[src/rtl/vbr_pkg.sv]
package vbr_pkg;
  localparam int VERB_W = 12;

  localparam logic [VERB_W-1:0] VERB_ADDR_LO = 12'h000;
  localparam logic [VERB_W-1:0] VERB_ADDR_HI = 12'h100;
  localparam logic [VERB_W-1:0] VERB_DATA_LO = 12'h300;
  localparam logic [VERB_W-1:0] VERB_DATA_HI = 12'h400;
  localparam logic [VERB_W-1:0] VERB_POST_RD = 12'h702;
  localparam logic [VERB_W-1:0] VERB_STATUS  = 12'hF01;
  localparam logic [VERB_W-1:0] VERB_RD_DATA = 12'hF03;

  localparam logic [7:0] ST_OK   = 8'h00;
  localparam logic [7:0] ST_BUSY = 8'h01;

  typedef enum logic [2:0] {
    OP_NONE,
    OP_ADDR_LO,
    OP_ADDR_HI,
    OP_DATA_LO,
    OP_DATA_HI,
    OP_POST_RD,
    OP_STATUS,
    OP_RD_DATA
  } op_e;
endpackage

[src/rtl/vbr_decode.sv]
module vbr_decode
  import vbr_pkg::*;
(
  input  logic              valid_i,
  input  logic [VERB_W-1:0] verb_i,
  output op_e               op_o,
  output logic              stage_o
);
  always_comb begin
    op_o = OP_NONE;
    if (valid_i) begin
      unique case (verb_i)
        VERB_ADDR_LO: op_o = OP_ADDR_LO;
        VERB_ADDR_HI: op_o = OP_ADDR_HI;
        VERB_DATA_LO: op_o = OP_DATA_LO;
        VERB_DATA_HI: op_o = OP_DATA_HI;
        VERB_POST_RD: op_o = OP_POST_RD;
        VERB_STATUS:  op_o = OP_STATUS;
        VERB_RD_DATA: op_o = OP_RD_DATA;
        default:      op_o = OP_NONE;
      endcase
    end
  end

  // verbs that busy can refuse
  assign stage_o = (op_o inside {OP_ADDR_LO, OP_ADDR_HI, OP_DATA_LO, OP_DATA_HI, OP_POST_RD});
endmodule

[src/rtl/vbr_stage.sv]
module vbr_stage #(
  parameter int W      = 32,
  parameter int HALF_W = 16,
  localparam int NH    = W / HALF_W
) (
  input  logic              clk_i,
  input  logic              rst_ni,
  input  logic [NH-1:0]     ld_i,
  input  logic [HALF_W-1:0] half_i,
  output logic [W-1:0]      q_o
);
  for (genvar g = 0; g < NH; g++) begin : g_half
    always_ff @(posedge clk_i or negedge rst_ni) begin
      if (!rst_ni)      q_o[g*HALF_W +: HALF_W] <= '0;
      else if (ld_i[g]) q_o[g*HALF_W +: HALF_W] <= half_i;
    end
  end
endmodule

[src/rtl/vbr_bus_ctrl.sv]
module vbr_bus_ctrl #(
  parameter int DATA_W = 32
) (
  input  logic              clk_i,
  input  logic              rst_ni,
  input  logic              wr_go_i,
  input  logic              rd_go_i,
  input  logic              bus_ready_i,
  input  logic [DATA_W-1:0] bus_rdata_i,
  output logic              bus_we_o,
  output logic              bus_re_o,
  output logic              busy_o,
  output logic [DATA_W-1:0] rd_hold_o
);
  assign busy_o = bus_we_o | bus_re_o;

  always_ff @(posedge clk_i or negedge rst_ni) begin
    if (!rst_ni) begin
      bus_we_o  <= 1'b0;
      bus_re_o  <= 1'b0;
      rd_hold_o <= '0;
    end else if (busy_o) begin
      if (bus_ready_i) begin
        bus_we_o <= 1'b0;
        bus_re_o <= 1'b0;
        if (bus_re_o) rd_hold_o <= bus_rdata_i;
      end
    end else begin
      bus_we_o <= wr_go_i;
      bus_re_o <= rd_go_i & ~wr_go_i;
    end
  end
endmodule

[src/rtl/vbr_bridge.sv]
module vbr_bridge
  import vbr_pkg::*;
#(
  parameter int ADDR_W = 32,
  parameter int DATA_W = 32,
  parameter int HALF_W = 16,
  parameter int RSP_W  = 32
) (
  input  logic              clk_i,
  input  logic              rst_ni,
  input  logic              cmd_valid_i,
  input  logic [11:0]       cmd_verb_i,
  input  logic [HALF_W-1:0] cmd_payload_i,
  output logic              rsp_valid_o,
  output logic [RSP_W-1:0]  rsp_data_o,
  output logic [ADDR_W-1:0] bus_addr_o,
  output logic [DATA_W-1:0] bus_wdata_o,
  output logic              bus_we_o,
  output logic              bus_re_o,
  input  logic [DATA_W-1:0] bus_rdata_i,
  input  logic              bus_ready_i
);
  localparam int NHA = ADDR_W / HALF_W;
  localparam int NHD = DATA_W / HALF_W;

  op_e  op;
  logic stage_op, busy, accept;
  logic [NHA-1:0]    ld_addr;
  logic [NHD-1:0]    ld_data;
  logic [DATA_W-1:0] rd_hold;
  logic [RSP_W-1:0]  rsp_d;

  vbr_decode u_dec (
    .valid_i (cmd_valid_i),
    .verb_i  (cmd_verb_i),
    .op_o    (op),
    .stage_o (stage_op)
  );

  assign accept = stage_op & ~busy;

  // half 0 for the low verb, half 1 for the high verb
  assign ld_addr = (accept && op inside {OP_ADDR_LO, OP_ADDR_HI})
                   ? (NHA'(1) << (op == OP_ADDR_HI)) : '0;
  assign ld_data = (accept && op inside {OP_DATA_LO, OP_DATA_HI})
                   ? (NHD'(1) << (op == OP_DATA_HI)) : '0;

  vbr_stage #(.W(ADDR_W), .HALF_W(HALF_W)) u_addr (
    .clk_i  (clk_i),
    .rst_ni (rst_ni),
    .ld_i   (ld_addr),
    .half_i (cmd_payload_i),
    .q_o    (bus_addr_o)
  );

  vbr_stage #(.W(DATA_W), .HALF_W(HALF_W)) u_data (
    .clk_i  (clk_i),
    .rst_ni (rst_ni),
    .ld_i   (ld_data),
    .half_i (cmd_payload_i),
    .q_o    (bus_wdata_o)
  );

  vbr_bus_ctrl #(.DATA_W(DATA_W)) u_bus (
    .clk_i       (clk_i),
    .rst_ni      (rst_ni),
    .wr_go_i     (accept && op == OP_DATA_HI),
    .rd_go_i     (accept && op == OP_POST_RD),
    .bus_ready_i (bus_ready_i),
    .bus_rdata_i (bus_rdata_i),
    .bus_we_o    (bus_we_o),
    .bus_re_o    (bus_re_o),
    .busy_o      (busy),
    .rd_hold_o   (rd_hold)
  );

  always_comb begin
    rsp_d = '0;
    if (stage_op)                rsp_d = RSP_W'(busy ? ST_BUSY : ST_OK);
    else if (op == OP_STATUS)    rsp_d = RSP_W'(busy ? ST_BUSY : ST_OK);
    else if (op == OP_RD_DATA)   rsp_d = RSP_W'(rd_hold);
  end

  always_ff @(posedge clk_i or negedge rst_ni) begin
    if (!rst_ni) begin
      rsp_valid_o <= 1'b0;
      rsp_data_o  <= '0;
    end else begin
      rsp_valid_o <= cmd_valid_i;
      rsp_data_o  <= cmd_valid_i ? rsp_d : '0;
    end
  end
endmodule

[config.mk]
export PLATFORM = sky130hd
export DESIGN_NAME = vbr_bridge
export DESIGN_NICKNAME = d
export VERILOG_FILES = /design/src/rtl/vbr_pkg.sv /design/src/rtl/vbr_decode.sv /design/src/rtl/vbr_stage.sv /design/src/rtl/vbr_bus_ctrl.sv /design/src/rtl/vbr_bridge.sv
export SDC_FILE = /design/constraint.sdc
export NUM_CORES = 1
export LEC_CHECK = 0
export ABC_AREA = 1
export CORE_MARGIN = 2
export CORE_UTILIZATION = 46
export CTS_CLUSTER_SIZE = 12
export DETAILED_ROUTE_END_ITERATION = 12
export PLACE_DENSITY = 0.8
export SLEW_MARGIN = 20
export SYNTH_ARGS = -nofsm -noshare
export SYNTH_HDL_FRONTEND = slang
export SYNTH_SLANG_ARGS = --single-unit
[constraint.sdc]
create_clock -name clk_i -period 1.8 [get_ports clk_i]
set_input_delay 0.18 -clock clk_i [delete_from_list [all_inputs] [get_ports clk_i]]
set_output_delay 0.18 -clock clk_i [all_outputs]
set_load 0.005 [all_outputs]
# Word-level counts from Yosys, hierarchy flattened
# Cells that the tools add are included.
dict set report classes {
  eq_ne 14
  n_shift 2
  mux 12
  bitwise 5
  reduce_logical 9
}
# op n
set ops {}
lappend ops {{$mux W32} 4}
lappend ops {{$eq A12 B11 Y1 const B} 2}
lappend ops {{$eq A12 B12 Y1 const B} 2}
lappend ops {{$pmux W3 S7} 1}
lappend ops {{$eq A12 B10 Y1 const B} 1}
lappend ops {{$eq A12 B9 Y1 const B} 1}
lappend ops {{$eq A3 B3 Y1 const B} 4}
lappend ops {{$logic_not A12 Y1} 1}
lappend ops {{$eq A3 B2 Y1 const B} 2}
lappend ops {{$reduce_bool A5 Y1} 1}
lappend ops {{$logic_and A1 B1 Y1} 4}
lappend ops {{$mux W1} 4}
lappend ops {{$mux W2} 2}
lappend ops {{$reduce_bool A2 Y1} 2}
lappend ops {{$shl A1 B1 Y2 const A} 2}
lappend ops {{$eq A3 B1 Y1 const B} 1}
lappend ops {{$mux W3} 1}
lappend ops {{$reduce_and A3 Y1} 1}
lappend ops {{$and A1 B1 Y1} 2}
lappend ops {{$ne A2 B2 Y1 const B} 1}
lappend ops {{$not A1 Y1} 2}
lappend ops {{$or A1 B1 Y1} 1}
dict set report totals {
  reg_bits 131
  in_bits 64
  output_inout_bits 99
  elab_cells 51
}

# Longest topological paths before layout
# Gate-level depths: netlist of the first run.
dict set report depth {
  word_depth 10
  mapped_depth 14
  depth_no_buf 14
}

# Cells and area by module
# Synthesis of the first run repeated with hierarchy kept, for this count alone.
dict set report unflattened {
  cells_unflattened 600
  area_unflattened_um2 5437.7
}
# module instances cells_each area_each_um2 seq_area_each_um2
set by_module_without_submodules {}
lappend by_module_without_submodules {vbr_stage 2 136 1246.2 800.8}
lappend by_module_without_submodules {vbr_bus_ctrl 1 153 1450.1 850.8}
lappend by_module_without_submodules {vbr_bridge 1 123 1263.7 825.8}
lappend by_module_without_submodules {vbr_decode 1 52 231.5 0.0}

# Worst setup path after synthesis of the first run
# No wires, ideal clock.
dict set report synth_path {
  kind {in2reg}
  from {in cmd_verb_i[5]}
  to {reg u_addr.q_o[17]}
  setup_time_ns 0.119
  t_arrival_ns 1.391
  required_time_ns 1.681
  path_slack_ns 0.291
  stages 12
  n_path_buf 1
  cell_sequence {nor2_1 > nand2_1 > nor2_2 > nand3b_1 > nand2_1 > nand2_1 > or2_4 > nor2_4 > nand2_4 > buf_6 > nand2_2 > o21ai_2}
}
dict set report synth_between {
  elab_chain_cells 8
  word_cells_on_any_way 20
  classes_between {11 x eq/ne; 1 x shift; 3 x mux; 1 x bitwise; 4 x reduce/logical}
}
# item line
set synth_rtl {}
lappend synth_rtl {{start, declared} vbr_bridge.sv:12} ;# input logic [11:0] cmd_verb_i,
lappend synth_rtl {{$eq A12 B12 Y1 (tied with other cells)} vbr_decode.sv:12} ;# unique case (verb_i)
lappend synth_rtl {{$pmux W3 S7 *} vbr_decode.sv:12}
lappend synth_rtl {{$mux W3 *} vbr_decode.sv:11} ;# if (valid_i) begin
lappend synth_rtl {{$eq A3 B1 Y1 (tied with other cells)} {vbr_decode.sv:26, vbr_bridge.sv:43}}
lappend synth_rtl {{$reduce_bool A5 Y1} vbr_decode.sv:26} ;# assign stage_o = (op_o inside {OP_ADDR_LO, OP_ADDR_HI, OP_DATA_LO, OP_DATA_HI, OP_POST_RD});
lappend synth_rtl {{$and A1 B1 Y1} vbr_bridge.sv:40} ;# assign accept = stage_op & ~busy;
lappend synth_rtl {{$logic_and A1 B1 Y1} vbr_bridge.sv:43} ;# assign ld_addr = (accept && op inside {OP_ADDR_LO, OP_ADDR_HI})
lappend synth_rtl {{$mux W2 *} vbr_bridge.sv:44} ;# ? (NHA'(1) << (op == OP_ADDR_HI)) : '0;
lappend synth_rtl {{end signal, assigned by index} vbr_stage.sv:15} ;# else if (ld_i[g]) q_o[g*HALF_W +: HALF_W] <= half_i;
lappend synth_rtl {{end, declared} vbr_stage.sv:10} ;# output logic [W-1:0] q_o
# Mark *: on every way between the ends. The rest lies on a longest branch, timed or not.
# A chain may end at the register's enable or synchronous reset.

# Final worst setup path of the first run
dict set report layout_path {
  from {in cmd_verb_i[0]}
  to {reg u_addr.q_o[25]}
}
# The elaborated chain is that of the path after synthesis.

==> results of run 1 <==
[timing repair]
action / CTS / global route
endpoints found under the setup margin: 0 / 0
hold buffers: 1 / 0
buffers inserted: 0 / 0
endpoints found under the hold margin: 37 / 0
[Yosys cell counts, types with 2 or more instances]
| cell type | number |
|---|---|
| sky130_fd_sc_hd__nand4_1 | 3 |
| sky130_fd_sc_hd__nor2_2 | 3 |
| sky130_fd_sc_hd__nor2_1 | 75 |
| sky130_fd_sc_hd__buf_6 | 3 |
| sky130_fd_sc_hd__o21ai_1 | 17 |
| sky130_fd_sc_hd__nand2_2 | 14 |
| sky130_fd_sc_hd__or2_1 | 2 |
| sky130_fd_sc_hd__inv_1 | 58 |
| sky130_fd_sc_hd__o21ai_0 | 32 |
| sky130_fd_sc_hd__nand2_1 | 76 |
| sky130_fd_sc_hd__nand3_1 | 4 |
| sky130_fd_sc_hd__a21oi_1 | 31 |
| sky130_fd_sc_hd__dfrtp_1 | 131 |
| sky130_fd_sc_hd__clkbuf_1 | 13 |
| sky130_fd_sc_hd__buf_2 | 5 |
| sky130_fd_sc_hd__o21ai_2 | 16 |
[worst max-delay path, stage by stage]
cell	delay, ns
sky130_fd_sc_hd__clkdlybuf4s50_1	0.45
sky130_fd_sc_hd__nor2_1	0.14
sky130_fd_sc_hd__nand2_1	0.07
sky130_fd_sc_hd__nor2_2	0.16
sky130_fd_sc_hd__nand3b_1	0.15
sky130_fd_sc_hd__nand2_1	0.11
sky130_fd_sc_hd__nand2_1	0.07
sky130_fd_sc_hd__or2_4	0.26
sky130_fd_sc_hd__nor2_4	0.10
sky130_fd_sc_hd__nand2_4	0.08
sky130_fd_sc_hd__buf_12	0.16
sky130_fd_sc_hd__nand2_2	0.07
sky130_fd_sc_hd__o21ai_2	0.06
[how the worst max path moves through the flow]
| stage | start | endpoint | slack [ns] | cells past startpoint |
|---|---|---|---|---|
| floorplan | cmd_verb_i[5] | u_addr.q_o[17]$_DFFE_PN0P_ | 0.29 | 12 |
| global placement | cmd_verb_i[10] | u_addr.q_o[16]$_DFFE_PN0P_ | -0.21 | 11 |
| detailed placement | cmd_verb_i[0] | u_addr.q_o[16]$_DFFE_PN0P_ | -0.34 | 13 |
| CTS | u_bus.bus_re_o$_DFFE_PN0P_ | bus_re_o | 0.13 | 1 |
| global route | cmd_verb_i[0] | u_addr.q_o[25]$_DFFE_PN0P_ | 0.03 | 13 |
| finish | cmd_verb_i[0] | u_addr.q_o[25]$_DFFE_PN0P_ | 0.10 | 13 |
[per-stage QoR]
stage	setup TNS [ns]	setup slack, ns	cell area [µm²]	power [µW]
after CTS	0	0.1283	7533	7053
after global routing	0	0.03359	7533	7255
after global placement	-14.27	-0.2139	6912	3486
after floorplan	0	0.2908	4950	3216
final	0	0.1042	7533	7010
after detailed placement	-20.23	-0.3358	6912	3507
[area by class of cell]
cell class / count / area [µm²]
Sequential cell: 131 / 3278
Fill cell: 731 / 2836
Clock inverter: 13 / 183.9
Timing Repair Buffer: 185 / 1907
Clock buffer: 18 / 427.9
Inverter: 58 / 217.7
Multi-Input combinational cell: 281 / 1349
Tap cell: 136 / 170.2
[power groups by stage]
stage / Sequential [µW] / Combinational [µW] / Clock (µW)
after global routing: 3060 / 447 / 3750
final: 3060 / 396 / 3560
after floorplan: 3100 / 113 / 0
after detailed placement: 3110 / 398 / 0
after CTS: 3060 / 404 / 3590
after global placement: 3100 / 382 / 0
[cells by family (layout without fill, tap and decap cells)]
logic type,Yosys count,after routing,synth area share (%)
AOI/OAI and AO/OA,97,97,11.10
buffers and inverters,79,274,6.572
DFF,131,131,66.23
muxes,1,1,0.2275
and+or+nand+nor,183,183,15.87
[state kept, by name, indices dropped and copies added, names as in the netlist]
name / count
u_addr.q_o: 32
rsp_data_o: 32
u_data.q_o: 32
rsp_valid_o: 1
u_bus.bus_we_o: 1
u_bus.bus_re_o: 1
u_bus.rd_hold_o: 32
[layer usage]
metal | GRT usage, % | part of all wire (%)
met1 | 28.20 | 41
met2 | 36.84 | 50
met3 | 6.961 | 8.0
met4 | 6.593 | 1.1
met5 | 0 | 0
==> run summary, run 1 <==
The first-pass detailed-route iteration total is 5. Final hold analysis gives a worst-case slack of roughly 0.23 ns. The fraction of registers with async set/reset came out at 100.0%. The antenna diode instance count is 0. The maximum number of pins on one net before global-route repair came out at 63. TritonCTS built the clock tree. The worst slew slack as a fraction of its limit is between 60 and 70%. The via count of the first global-routing pass came to around 4200.

The CTS root buffer is sky130_fd_sc_hd__clkbuf_8. For the pin with the worst max-slew slack, the measured transition is 0.5209 ns. The level count of the clock H-tree came out at 4.

The utilization after layout is just over 70%. The standby leakage power is ~0.0037 µW. The final cell count without fillers came out at 822. After clock tree synthesis, the clock-pin slew on the worst setup and hold paths is 0.06 ns.

The routed wire length is approximately 12000 µm. The routability congestion estimate came out at roughly 0.87. The final antenna-violating net count came out at 0.

Setup repair after global routing left no endpoint under its margin. The clock latency reported for the late side of the worst-skew pair came out at 0.50 ns. The floorplan die area came out at roughly 12000 µm². Power spread over the standard cell area amounts to ~930 nW/µm². The maximum VDD drop came out at 0.0005867 V. The startpoint type of the worst setup path is an input port.

Timing would allow up to ~0.59 GHz. The number of core rows came out at 37. The capture point of the worst reg-to-reg path is u_addr.q_o[25]$_DFFE_PN0P_. Compared with the post-synthesis result, the final layout area differs by 52.20%. The worst setup path is captured at a flop. The number of cells after detailed placement is ~800.

In the final design database the tool counted between 700 and 800 nets. The aggregate global routing overflow came out at 0. The first-iteration detailed-routing DRC count came out at 206.

The vertical die dimension came out at roughly 110 µm. The switching part of the total came out at 21.32%. During I/O placement, the number of pins put on the boundary was ~160. The placeable core region came out at 10370 µm². Of the total power, the clock network draws a little over 50%. The number of sinks on the clock net is about 130. The ratio of cells with drive above 1 in the final layout came out at between 10% and 20%. The number of distinct standard cells referenced by the synthesized netlist came out at 24. After synthesis, the cell types taking the most area are sky130_fd_sc_hd__dfrtp_1 (66%), sky130_fd_sc_hd__nand2_1 (5.8%), sky130_fd_sc_hd__nor2_1 (5.7%). The initial antenna violation count was 0. The worst setup skew after layout came out at approximately 0.011 ns. Of all nets on the critical path, the largest fanout is 14.

The share of the synthesized area in the top cell type came out at 66.23%. The final-report hold violation count came to 0. From left edge to right edge, the die measures about 110 µm. After technology mapping, the gate count stands at roughly 500.

Data on the critical path is required at its endpoint by ~2.2 ns. The shortest period the worst path allows came out at around 1.7 ns. The proportion of power drawn by combinational gates came out at roughly 5.7%. The number of enable-type register cells in the synthesized netlist came out at 0. The total clock buffers created by CTS came out at 17. At the worst endpoint, the arrival time is 2.07 ns. The post-synth design cell area came out at a little under 5000 µm². The net count of the mapped netlist is 555. Global routing consumed, over all layers together, 22.26% of the routing resources. The final critical-path share of the clock period is 94.21%. The initial standard-cell utilization of the core is a little under half.

In this run the critical register-to-register path is launched from u_bus.bus_re_o$_DFFE_PN0P_. The number of input and output port buffers inserted came out at 162. The global-route wire length before repair is approximately 20000 µm. The number of violations of the max-capacitance limit came out at 0. The class of the tightest hold or removal check is input port to asynchronous set/reset pin. A synthesized cell averages approximately 10 µm². The count of final setup violators is 0. Yosys printed 0 warnings.

The worst setup slack for register-to-register paths is a little over 0.3 ns. The sequential share of power came out at a little over two fifths. In the layout the commonest cells are sky130_fd_sc_hd__clkdlybuf4s50_1 (161), sky130_fd_sc_hd__dfrtp_1 (131), sky130_fd_sc_hd__nor2_1 (75), sky130_fd_sc_hd__nand2_1 (75), sky130_fd_sc_hd__inv_1 (58). The final routed wire length divided by cell count is 14.98 µm. The most used flip-flop cell after synthesis is sky130_fd_sc_hd__dfrtp_1. The total number of vias came out at between 4000 and 5000. The number of pins exceeding their max-slew limit in the final report is 0. The setup path with the least slack is of type input port to flop. The internal power consumption is approximately 5500 µW. The routed via count divided by cell count is just under 5. The sequential cell area fraction in the yosys report came out at 66.23%. In this run, post-CTS repair resized a total of 0 instances. Leaving out fill and tap cells, the most frequent cell in the layout is sky130_fd_sc_hd__clkdlybuf4s50_1. The register bit total from synthesis is approximately 130. The path depth of the worst reg2reg path came out at 7. The maximum buffer depth of the clock tree came out at 2. Once detailed placement completed, the half-perimeter wirelength came to around 8700 µm. The power dissipated by switching net loads is between 1000 and 1500 µW. After detailed routing, the number of remaining DRC violations is 0. Summed over all instances, the cell type with the most area after synthesis is sky130_fd_sc_hd__dfrtp_1. The flow ran to the end, and the final reports show no timing, DRC or antenna violations.
(Power assumes the default switching activity.)
==> inputs of run 2 (changes only) <==
RECOVER_POWER = 100   (was not set)
==> run 2 against run 1 <==
- clock power about the same
- critical path depth is 12 lower
- global-route usage stayed put
- maximum frequency is 0.23% higher
- final cell count did not move
==> run summary, run 2 (same netlist as run 1, synthesis figures left out) <==
The maximum buffer depth of the clock tree came out at 2 (unchanged). The global routing usage summed across all routing layers is 22.26% (unchanged). The slew at the pin with the worst max-slew slack came out at 0.9889 ns (+0.4680 ns). The via count of the first global-routing pass is 4170 (unchanged). The worst setup skew after layout is 0.009840 ns (-0.0008265 ns). The number of core rows came out at 37 (unchanged). The synthesis-to-layout area growth is 50.25%. The number of cells after detailed placement came out at 790 (unchanged). The internal power consumption is 5505 µW (-0.20%).

The initial antenna violation count came out at 0 (unchanged). The final routed wire length divided by cell count came out at 14.93 µm (-0.38%). The half-perimeter wire length of the detailed placement result is 8686 µm (unchanged). The detailed-route DRC error count came out at 0 (unchanged). The routability congestion estimate is 0.8675 (unchanged). The worst setup path is launched from a flop. Leaving out fill and tap cells, the most frequent cells in the layout are sky130_fd_sc_hd__dfrtp_1 (131), sky130_fd_sc_hd__dlygate4sd3_1 (101), sky130_fd_sc_hd__nand2_1 (82), sky130_fd_sc_hd__nor2_1 (76), sky130_fd_sc_hd__clkdlybuf4s50_1 (61). The number of input and output port buffers inserted is 162 (unchanged).

Leaving out fill and tap cells, the most frequent cell in the layout is sky130_fd_sc_hd__dfrtp_1. The antenna diode instance count is 0 (unchanged). The shortest period the worst path allows is 1.692 ns (-0.003906 ns). The endpoint arrival time on the critical path is 1.51 ns (-0.56 ns). The number of buffers and inverters on the critical path came to 1 (-1). The final antenna-violating net count came out at 0 (unchanged). The count of cells resized by post-cts repair is 0 (unchanged). The routed wire length is 12270 µm (-0.38%). The switching part of the total came out at 21.21% (-0.11 points). The ratio of cells with drive above 1 in the final layout is 12.24% (-1.5 points). The maximum clock rate came out at 0.5911 GHz (+0.23%).

The first-pass detailed-route iteration total came to 8 (+3). The clock-pin slew reported for the worst setup and hold paths after clock tree synthesis is 0.06 ns (about the same). The power dissipated by switching net loads was 1482 µW (-0.83%). Traced cell by cell, the critical path runs through dlygate4sd3_1. The number of sinks on the clock net came out at 131 (unchanged). The run finished with clean final reports. The count of final setup violators came out at 0 (unchanged). TritonCTS built the clock tree.

The placeable core region is 10370 µm² (unchanged). The level count of the clock H-tree came to 4 (unchanged). For this design, the slowest cell found on the critical path is sky130_fd_sc_hd__dlygate4sd3_1. The global-route wire length before repair came out at 20070 µm (unchanged).

The clock share of power is 50.8% (about the same). The first-iteration detailed-routing DRC count came to 206 (unchanged). The maximum VDD drop came out at 0.0005867 V (about the same). The post-layout net count is 738 (unchanged).

The sum of internal, switching and leakage power is 6987 µW (-0.34%). The tree is rooted in a sky130_fd_sc_hd__clkbuf_8. The critical path start-end classification is flop to primary output. The standby leakage power is 0.003977 µW (+8.5%). The worst path required time came to 1.62 ns (-0.56 ns). Setup repair after global routing left no endpoint under its margin.

The sequential share of power is 43.7% (about the same). The power density of the placed cells came to 939.5 nW/µm² (+0.96%). The maximum number of pins on one net before global-route repair is 63 (unchanged).

The number of violations of the max-capacitance limit came out at 0 (unchanged). The final critical-path share of the clock period came to 93.99% (-0.22 points). The buffers inserted during post-CTS setup optimization came out at 0 (unchanged).

The highest fanout seen on the critical path came out at 4 (-10). The total clock buffers created by CTS is 17 (unchanged). The largest stage delay on the critical path came out at 0.62 ns (+0.17 ns).

The proportion of power drawn by combinational gates was 5.5% (-0.2 points). The min-delay analysis places its worst path in the category input port to flop. The total number of vias is 4052 (unchanged). The vertical die dimension came out at 107.7 µm (unchanged). The worst slew slack as a fraction of its limit was 34.07% (-31 points). The worst setup path is captured at a primary output.

The final cell count without fillers came out at 822 (unchanged). The routed via count divided by cell count was 4.929 (unchanged). The final-report hold violation count was 0 (unchanged). The die boundary width is 107.7 µm (unchanged). The floorplan die area came out at 11610 µm² (unchanged). In this design, the largest share of critical-path delay is due to buffers and inverters. The number of pins exceeding their max-slew limit in the final report is 0 (unchanged).

The aggregate global routing overflow is 0 (unchanged). The clock latency reported for the late side of the worst-skew pair is 0.50 ns (about the same). The initial standard-cell utilization of the core is 47.73% (unchanged). The number of top-level design ports was 163 (unchanged).
run 2: changes by cell type in the layout (fill, tap and decap cells not counted), sizes merged:
cell	before	now
dlygate4sd3	1	101
clkdlybuf4s50	161	61
clkbuf	18	26
buf	23	15
run 2: metrics by stage:
step	worst slack, ns	util (%)	hold slack, ns	area (µm²)	TNS, ns
floorplan	0.2908	-	-0.1156	4950	0
global placement	-0.2139	66.65	0.1962	6912	-14.27
detailed placement	-0.3358	66.65	0.1942	6912	-20.23
CTS	0.1283	72.65	0.2344	7533	0
global route	0.02493	71.72	0.2532	7437	0
finish	0.1081	71.72	0.2547	7437	0
run 2: metal layers:
metal / part of all wire (%) / vias up / track usage, %
li1: - / 1906 / -
met1: 41 / 1951 / 28.20
met2: 50 / 178 / 36.84
met3: 8.1 / 17 / 6.961
met4: 1.2 / 0 / 6.593
met5: 0 / - / 0
run 2: power by group through the flow:
stage / combinational, µW / clock, µW / sequential [µW]
after floorplan: 113 / 0 / 3100
after global placement: 382 / 0 / 3100
after detailed placement: 398 / 0 / 3110
after CTS: 404 / 3590 / 3060
after global routing: 434 / 3750 / 3060
final: 383 / 3550 / 3060
run 2: worst paths after layout:
kind                                                   end  cells past startpoint                        from  slack, ns
setup reg to reg                u_addr.q_o[25]$_DFFE_PN0P_                      7  u_bus.bus_we_o$_DFFE_PN0P_       0.37
min in group asynchronous       u_addr.q_o[15]$_DFFE_PN0P_                      2                      rst_ni       0.41
max in group asynchronous       u_bus.bus_we_o$_DFFE_PN0P_                      3                      rst_ni       0.43
hold / removal             u_bus.rd_hold_o[23]$_DFFE_PN0P_                      3             bus_rdata_i[23]       0.25
hold reg to reg                 u_data.q_o[13]$_DFFE_PN0P_                      2  u_data.q_o[13]$_DFFE_PN0P_       0.48
setup / recovery                                  bus_re_o                      1  u_bus.bus_re_o$_DFFE_PN0P_       0.11
run 2: cell type report:
cell class | instances | area (µm²)
fillers | 757 | 2933
well taps | 136 | 170.2
inverters | 58 | 217.7
repair buffers | 185 | 1841
multi-input cells | 281 | 1319
clock buffers | 18 | 427.9
flip-flops and latches | 131 | 3278
clock inverters | 13 | 183.9
run 2: timing repair:
| item | in CTS | in global routing |
|---|---|---|
| endpoints found under the hold margin | 37 | 0 |
| endpoints found under the setup margin | 0 | 0 |
| hold buffers | 1 | 0 |
==> inputs of run 3 (changes only) <==
CAP_MARGIN = 30   (was not set)
==> results of run 3 <==
Same layout as run 2: the final DEF is identical, and so are final timing and power.
